--- config.mk ---
export PLATFORM = sky130hd
export DESIGN_NAME = ones_comp_adder
export DESIGN_NICKNAME = d
export VERILOG_FILES = /design/src/rtl/oca_pkg.sv /design/src/rtl/eac_adder.sv /design/src/rtl/oca_control.sv /design/src/rtl/oca_datapath.sv /design/src/rtl/ones_comp_adder.sv
export SDC_FILE = /design/constraint.sdc
export NUM_CORES = 1
export LEC_CHECK = 0
export ABC_AREA = 1
export BUFFER_PORTS_ARGS = -buffer_cell sky130_fd_sc_hd__buf_2
export CAP_MARGIN = 20
export CORE_MARGIN = 1
export CORE_UTILIZATION = 59
export DETAILED_ROUTE_END_ITERATION = 8
export PLACE_DENSITY = 0.88
export SLEW_MARGIN = 25
export SYNTH_ARGS = -nofsm -noshare
export SYNTH_HDL_FRONTEND = slang
export SYNTH_HIERARCHICAL = 1
export SYNTH_SLANG_ARGS = --single-unit
--- constraint.sdc ---
create_clock -name clk -period 0.8 [get_ports clk]
set_input_delay 0.2 -clock clk [delete_from_list [all_inputs] [get_ports clk]]
set_output_delay 0.2 -clock clk [all_outputs]
set_load 0.02 [all_outputs]
--- src/rtl/oca_pkg.sv ---
package oca_pkg;
  localparam int OCA_STAGES = 2;

  typedef struct packed {
    logic useCarryIn;
    logic foldZero;
    logic bypass;
    logic capture;
  } oca_ctrl_t;
endpackage

--- src/rtl/eac_adder.sv ---
module eac_adder #(
  parameter int W = 8
) (
  input  logic [W-1:0] addA,
  input  logic [W-1:0] addB,
  output logic [W-1:0] sum,
  output logic         ovf
);
  localparam int WIDE = W + 1;

  logic [WIDE-1:0] wideSum;
  logic [W-1:0]    wrapIn;

  assign wideSum = {1'b0, addA} + {1'b0, addB};
  // the low part is at most 2^W-2 when a carry exists, so adding it back never carries again
  assign wrapIn  = {{(W-1){1'b0}}, wideSum[W]};
  assign sum     = wideSum[W-1:0] + wrapIn;
  assign ovf     = (addA[W-1] == addB[W-1]) && (sum[W-1] != addA[W-1]);
endmodule

--- src/rtl/oca_control.sv ---
module oca_control
  import oca_pkg::*;
#(
  parameter int THREE_INPUT   = 1,
  parameter int FOLD_NEG_ZERO = 0,
  parameter int REG_OUT       = 1
) (
  input  logic      rstN,
  output oca_ctrl_t ctrl
);
  always_comb begin
    ctrl.useCarryIn = (THREE_INPUT != 0);
    ctrl.foldZero   = (FOLD_NEG_ZERO != 0);
    ctrl.bypass     = (REG_OUT == 0);
    ctrl.capture    = rstN && (REG_OUT != 0);
  end
endmodule

--- src/rtl/oca_datapath.sv ---
module oca_datapath
  import oca_pkg::*;
#(
  parameter int W = 8
) (
  input  logic         clk,
  input  logic         rstN,
  input  oca_ctrl_t    ctrl,
  input  logic [W-1:0] opA,
  input  logic [W-1:0] opB,
  input  logic         carryIn,
  output logic [W-1:0] rawSum,
  output logic         rawOvf,
  output logic [W-1:0] sumOut,
  output logic         overflow
);
  logic [W-1:0] stIn0 [OCA_STAGES];
  logic [W-1:0] stIn1 [OCA_STAGES];
  logic [W-1:0] stSum [OCA_STAGES];
  logic         stOvf [OCA_STAGES];
  logic [W-1:0] sumQ;
  logic         ovfQ;

  assign stIn0[0] = opA;
  assign stIn1[0] = opB;
  assign stIn0[1] = stSum[0];
  assign stIn1[1] = {{(W-1){1'b0}}, carryIn & ctrl.useCarryIn};

  for (genvar g = 0; g < OCA_STAGES; g++) begin : gStage
    eac_adder #(.W(W)) uAdd (
      .addA(stIn0[g]),
      .addB(stIn1[g]),
      .sum (stSum[g]),
      .ovf (stOvf[g])
    );
  end

  // a wrap in stage 0 undone by the +1 of stage 1 cancels out
  assign rawOvf = stOvf[0] ^ stOvf[1];
  assign rawSum = (ctrl.foldZero && (&stSum[OCA_STAGES-1])) ? '0 : stSum[OCA_STAGES-1];

  always_ff @(posedge clk or negedge rstN) begin
    if (!rstN) begin
      sumQ <= '0;
      ovfQ <= 1'b0;
    end else if (ctrl.capture) begin
      sumQ <= rawSum;
      ovfQ <= rawOvf;
    end
  end

  assign sumOut   = ctrl.bypass ? rawSum : sumQ;
  assign overflow = ctrl.bypass ? rawOvf : ovfQ;
endmodule

--- src/rtl/ones_comp_adder.sv ---
module ones_comp_adder
  import oca_pkg::*;
#(
  parameter int WIDTH         = 8,
  parameter int THREE_INPUT   = 1,
  parameter int FOLD_NEG_ZERO = 0,
  parameter int REG_OUT       = 1
) (
  input  logic             clk,
  input  logic             rstN,
  input  logic [WIDTH-1:0] opA,
  input  logic [WIDTH-1:0] opB,
  input  logic             carryIn,
  output logic [WIDTH-1:0] sumOut,
  output logic             overflow
);
  oca_ctrl_t        ctrl;
  logic [WIDTH-1:0] rawSum;
  logic             rawOvf;

  oca_control #(
    .THREE_INPUT  (THREE_INPUT),
    .FOLD_NEG_ZERO(FOLD_NEG_ZERO),
    .REG_OUT      (REG_OUT)
  ) uCtrl (
    .rstN(rstN),
    .ctrl(ctrl)
  );

  oca_datapath #(.W(WIDTH)) uDp (
    .clk     (clk),
    .rstN    (rstN),
    .ctrl    (ctrl),
    .opA     (opA),
    .opB     (opB),
    .carryIn (carryIn),
    .rawSum  (rawSum),
    .rawOvf  (rawOvf),
    .sumOut  (sumOut),
    .overflow(overflow)
  );
endmodule

==> results of run 1 <==
## metrics by stage
stage,utilization [%],TNS (ps),instances
2_1_floorplan,-,-23360,316
3_3_place_gp,85.12,-25540,436
3_5_place_dp,85.12,-27560,436
==> results.sh, run 1 <==
export IMPL_dpl_cell_area_um2=2599
export IMPL_post_place_ws_ps=-3337
export IMPL_gp_congestion=0.8572
export IMPL_die_w_um=58.74
export IMPL_h_tree_depth=1
export IMPL_io_buffers=27
export IMPL_fp_row_count=20
export IMPL_ctsRootBufferMaster="clkbuf_4"
export IMPL_ys_warn_count=6
export IMPL_clock_path_buffers=2
export IMPL_cts_resized=45
export IMPL_avgSynthCellArea_um2=6.167
export IMPL_cts_setup_buffers=21
export IMPL_dp_final_hpwl_um=4646
export IMPL_postCtsHoldBufs=2
export IMPL_syn_area_um2=1899
export IMPL_numCtsBuffers=3
export IMPL_outcome="did not finish"
export IMPL_io_pins=28
export IMPL_synth_cells=308
export IMPL_start_util_pct=62.21
export IMPL_error="[ERROR DPL-0033] detailed placement checks failed during check placement."
export IMPL_haltStage="clock tree synthesis"
export IMPL_die_h_um=58.74
==> run 2, diff against run 1 <==
--- a/config.mk
+++ b/config.mk
@@ -9,9 +9,9 @@
 export BUFFER_PORTS_ARGS = -buffer_cell sky130_fd_sc_hd__buf_2
 export CAP_MARGIN = 20
 export CORE_MARGIN = 1
-export CORE_UTILIZATION = 59
+export CORE_UTILIZATION = 40
 export DETAILED_ROUTE_END_ITERATION = 8
-export PLACE_DENSITY = 0.88
+export PLACE_DENSITY_LB_ADDON = 0.15
 export SLEW_MARGIN = 25
 export SYNTH_ARGS = -nofsm -noshare
 export SYNTH_HDL_FRONTEND = slang
==> run 2 against run 1 <==
Net effect:
- the flow now finishes, with violations (setup timing)
- synthesized cell count did not move
- synthesized area is the same
==> results.sh, run 2 <==
export IMPL_outcome="finished with violations"
export IMPL_violations="setup timing"
export IMPL_die_w_um=70.91
export IMPL_insertion_delay_ps=240
export IMPL_path_max_fanout=3
export IMPL_io_pins=28
export IMPL_largest_reg_flops=8
export IMPL_grt_max_degree=17
export IMPL_syn_area_um2=1899
export IMPL_gp_congestion=0.7891
export IMPL_reg2regPathDepth=4
export IMPL_fmax_mhz=251.1
export IMPL_final_max_slew_viol_count=0
export IMPL_ir_worst_vdd_mv=1.985
export IMPL_ctsRootBufferMaster="clkbuf_8"
export IMPL_final_cell_mix="88 x nand2_1, 83 x buf_4, 37 x inv_1"
export IMPL_powerDensity_nw_per_um2=2091
export IMPL_start_util_pct=42.74
export IMPL_io_buffers=27
export IMPL_synth_cells=308
export IMPL_postRouteAntennaNets=0
export IMPL_critPathArrivalTime_ps=4110
export IMPL_dp_final_hpwl_um=4036
export IMPL_required_ps=920
export IMPL_via_count=2354
export IMPL_numCtsBuffers=3
export IMPL_clock_path_buffers=2
export IMPL_r2r_start="uDp/sumQ[7]$_DFFE_PN0P_"
export IMPL_drive_above_1_share_pct=48.61
export IMPL_die_h_um=70.91
export IMPL_r2r_slack_ps=-50
export IMPL_grtUsageTotal_pct=24.07
export IMPL_post_place_ws_ps=-3290
export IMPL_nNetsFinal=474
export IMPL_drv_cap=0
export IMPL_syn_to_final_growth_pct=72.27
export IMPL_layoutNonFillerInstCount=484
export IMPL_cp_end_kind="flip-flop"
export IMPL_overflow=0
export IMPL_ys_warn_count=6
export IMPL_drc=0
export IMPL_slowest_stage="fa_2"
export IMPL_via_per_inst=4.864
export IMPL_dp_cells=446
export IMPL_clock_skew_ps=0
export IMPL_fp_row_count=24
export IMPL_cts_sinks=9
export IMPL_whs_ps=159.9
export IMPL_finalCritPeriodShare_pct=497.8
export IMPL_r2r_end="uDp/sumQ[7]$_DFFE_PN0P_"
export IMPL_setup_slack_ps=-3183
export IMPL_drt_pre_antenna_iters=6
export IMPL_fp_dieArea_um2=5028
export IMPL_start_kind="input pin"
export IMPL_finalCriticalPeriod_ps=3983
export IMPL_cp_common_cell="nand2_2"
export IMPL_top_register="uDp/sumQ"
export IMPL_slowest_delay_ps=370
export IMPL_mostFrequentLayoutCell="nand2_1"
export IMPL_h_tree_depth=1
export IMPL_antenna_cells=0
export IMPL_wl_per_cell_um=12.87
export IMPL_top_regs="uDp/sumQ x8, uDp/ovfQ x1"
export IMPL_core_um2=4444
export IMPL_cts_tree="done"
export IMPL_critPathKind="input pin to flip-flop"
export IMPL_cp_startpoint="opA[0]"
export IMPL_grt_pass1_wl_um=9798
export IMPL_hold_viol_final=0
export IMPL_setup_viol=18
export IMPL_antenna_found_initial=0
export IMPL_drt_initial_drc_count=113
export IMPL_p_leak_nw=1.763
export IMPL_first_global_vias=2241
export IMPL_avgSynthCellArea_um2=6.167
export IMPL_clkTransAtPathRegs_ps=50
export IMPL_finalWirelength_um=6228
export IMPL_hold_class="input pin to asynchronous set/reset pin"
export IMPL_rsz0062_at_grt="yes"
## run 2: critical path: cells and delay by family
kind                     cells  cell delay (ps)
adder cells (fa/ha/maj)      6             1280
AO/OA/AOI/OAI                5              520
AND/OR/NAND/NOR             17             1520
buffers and inverters        2              240
XOR/XNOR                     2              320
## run 2: through the flow
step	utilization, %	total power, mW	setup TNS, ps	area (um2)
3_3_place_gp	59.04	4.676	-25810	2624
3_5_place_dp	59.04	4.736	-26960	2624
4_1_cts	68.86	6.159	-26020	3060
5_1_grt	73.62	7.321	-30280	3272
6_report	73.62	6.842	-27910	3272
2_1_floorplan	-	3.229	-23360	2042
## run 2: cell type report
cell class              instances  area, um2
multi-input cells             257       1780
fillers                       320       1172
repair buffers                120      998.5
flip-flops and latches          9      225.2
inverters                      42      157.7
well taps                      52      65.06
clock buffers                   4      45.04
## run 2: power breakdown
part / switching (mW) / leakage, nW / internal [mW]
clock network: 0.196 / 0.0228 / 0.349
registers: 0.0944 / 0.110 / 0.632
logic: 2.82 / 1.63 / 2.75
## run 2: how the worst max path moves through the flow
| stage | cells past startpoint | endpoint |
|---|---|---|
| after floorplan | 33 | uDp/ovfQ$_DFFE_PN0P_ |
| after global placement | 35 | uDp/ovfQ$_DFFE_PN0P_ |
| after detailed placement | 35 | uDp/ovfQ$_DFFE_PN0P_ |
| after CTS | 30 | uDp/ovfQ$_DFFE_PN0P_ |
| after global routing | 35 | uDp/ovfQ$_DFFE_PN0P_ |
| final | 32 | uDp/ovfQ$_DFFE_PN0P_ |
## run 2: what timing repair did
action                     CTS  global route
hold buffers                 2             0
pin swaps                   54            39
gates cloned                 0             0
buffers inserted            32            14
gates resized for setup     52            29
hold endpoints to repair     9             0
setup endpoints to repair   18            23
## run 2: per-layer routing
metal  GRT usage [%]  routed length (um)  vias up  share of wire [%]
li1                -                   -     1218                  -
met1           31.46                2865     1089                 46
met2           43.70                3165       39                 51
met3           1.282                 123        8                2.0
met4           5.333                  74        0                1.2
met5               0                   0        -                  0
Power figures use the tool's default switching activity.
==> run 3, diff against run 2 <==
==> constraint.sdc (replaced) <==
create_clock -name clk -period 4.5 [get_ports clk]
set_input_delay 1.125 -clock clk [delete_from_list [all_inputs] [get_ports clk]]
set_output_delay 1.125 -clock clk [all_outputs]
set_load 0.02 [all_outputs]
==> run 3 against run 2 <==
Net effect:
- the run still ends with setup timing left
- non-clock buffer count is 37 lower
- first-iteration DRC count is 1.8% higher
- hold slack better by 310 ps
- wire length down 21%
- via count is 9.3% lower
- largest power group unchanged
- critical path depth did not move
==> results.sh, run 3 (same netlist as run 2, synthesis figures left out) <==
export IMPL_drt_pre_antenna_iters=6
export IMPL_nNetsFinal=437
export IMPL_r2r_slack_ps=3870
export IMPL_start_util_pct=42.74
export IMPL_cp_startpoint="opB[0]"
export IMPL_setup_slack_ps=-145.2
export IMPL_mostFrequentLayoutCell="nand2_1"
export IMPL_p_sw_mw=0.4578
export IMPL_drt_initial_drc_count=115
export IMPL_drv_cap=0
export IMPL_h_tree_depth=1
export IMPL_core_um2=4444
export IMPL_finalPower_mw=0.9511
export IMPL_cts_tree="done"
export IMPL_syn_to_final_growth_pct=45.19
export IMPL_drc=0
export IMPL_wl_per_cell_um=10.96
export IMPL_via_count=2135
export IMPL_p_int_mw=0.4932
export IMPL_via_per_inst=4.776
export IMPL_outcome="finished with violations"
export IMPL_top_regs="uDp/sumQ x8, uDp/ovfQ x1"
export IMPL_setup_tns_ps=-363.0
export IMPL_path_max_fanout=3
export IMPL_numCtsBuffers=3
export IMPL_finalCriticalPeriod_ps=4645
export IMPL_ctsRootBufferMaster="clkbuf_8"
export IMPL_finalWirelength_um=4900
export IMPL_hold_class="flip-flop to flip-flop"
export IMPL_clock_path_buffers=2
export IMPL_finalCritPeriodShare_pct=103.2
export IMPL_finish_utilization_pct=62.05
export IMPL_rsz0062_at_grt="yes"
export IMPL_grt_pass1_wl_um=8321
export IMPL_r2r_start="uDp/sumQ[7]$_DFFE_PN0P_"
export IMPL_cp_common_cell="nand2_2"
export IMPL_slowest_delay_ps=370
export IMPL_clock_skew_ps=0
export IMPL_insertion_delay_ps=230
export IMPL_whs_ps=474.8
export IMPL_postRouteAntennaNets=0
export IMPL_critPathKind="input pin to flip-flop"
export IMPL_antenna_found_initial=0
export IMPL_io_pins=28
export IMPL_post_place_ws_ps=-541.3
export IMPL_clkTransAtPathRegs_ps=50
export IMPL_dpl_cell_area_um2=2456
export IMPL_antenna_cells=0
export IMPL_critPathArrivalTime_ps=4750
export IMPL_setup_viol=4
export IMPL_fp_row_count=24
export IMPL_slowest_stage="fa_2"
export IMPL_final_max_slew_viol_count=0
export IMPL_layoutNonFillerInstCount=447
export IMPL_hold_viol_final=0
export IMPL_drive_above_1_share_pct=38.73
export IMPL_fp_dieArea_um2=5028
export IMPL_combPwrFrac_pct=76.6
export IMPL_power_frac_clock_pct=9.9
export IMPL_overflow=0
export IMPL_postCtsHoldBufs=0
export IMPL_required_ps=4600
export IMPL_p_leak_nw=1.534
export IMPL_ir_worst_vdd_mv=0.3043
export IMPL_cts_sinks=9
export IMPL_die_w_um=70.91
export IMPL_violations="setup timing"
export IMPL_io_buffers=27
export IMPL_min_delay_start="uDp/sumQ[4]$_DFFE_PN0P_"
export IMPL_start_kind="input pin"
export IMPL_dp_final_hpwl_um=3801
export IMPL_die_h_um=70.91
export IMPL_first_global_vias=1948
export IMPL_largest_reg_flops=8
export IMPL_grtUsageTotal_pct=20.07
export IMPL_top_register="uDp/sumQ"
export IMPL_cp_end_kind="flip-flop"
export IMPL_powerDensity_nw_per_um2=344.9
export IMPL_power_share_sequential_pct=13.5
export IMPL_sw_frac_of_total_pct=48.14
export IMPL_final_cell_mix="95 x nand2_1, 53 x buf_4, 41 x nand3_1"
export IMPL_final_area_um2=2758
export IMPL_fmax_mhz=215.3
export IMPL_grt_max_degree=21
export IMPL_gp_congestion=0.8954
export IMPL_dp_cells=428
==> run 3: area by class of cell <==
cell class              instances  area, um2
repair buffers                 83      616.8
clock buffers                   4      45.04
multi-input cells             257       1648
inverters                      42      157.7
fillers                       402       1687
flip-flops and latches          9      225.2
well taps                      52      65.06
==> run 3: power by group through the flow <==
stage / Combinational (mW) / Clock (mW) / Sequential (mW)
final: 0.728 / 0.0944 / 0.129
after global routing: 0.812 / 0.0994 / 0.131
after global placement: 0.646 / 0 / 0.127
after detailed placement: 0.650 / 0 / 0.128
after CTS: 0.691 / 0.0955 / 0.128
after floorplan: 0.442 / 0 / 0.125
==> run 3: timing repair <==
action,CTS,global route
setup buffers,13,4
pin swaps,34,14
cloned,0,0
setup endpoints to repair,4,7
resized for setup,22,11
==> run 3: worst max-delay path, delay by kind of cell <==
family | cells | cell delay (ps)
AO/OA/AOI/OAI | 5 | 470
XOR/XNOR | 2 | 340
adder cells (fa/ha/maj) | 5 | 1120
buffers and inverters | 2 | 230
AND/OR/NAND/NOR | 18 | 1450
==> run 3: final timing paths <==
path | to | depth (start not counted)
max | uDp/ovfQ$_DFFE_PN0P_ | 32
min | uDp/sumQ[4]$_DFFE_PN0P_ | 2
max reg2reg | uDp/sumQ[7]$_DFFE_PN0P_ | 2
min reg2reg | uDp/sumQ[4]$_DFFE_PN0P_ | 2
max in group asynchronous | uDp/sumQ[0]$_DFFE_PN0P_ | 1
min in group asynchronous | uDp/sumQ[4]$_DFFE_PN0P_ | 1
==> run 3: metal layers <==
metal  vias to the layer above  wire (um)  track usage (%)
met5                         -          0                0
met4                         0         10            3.333
met3                         2         86           0.8547
met2                        26       2378            35.58
met1                       965       2424            27.50
li1                       1142          -                -
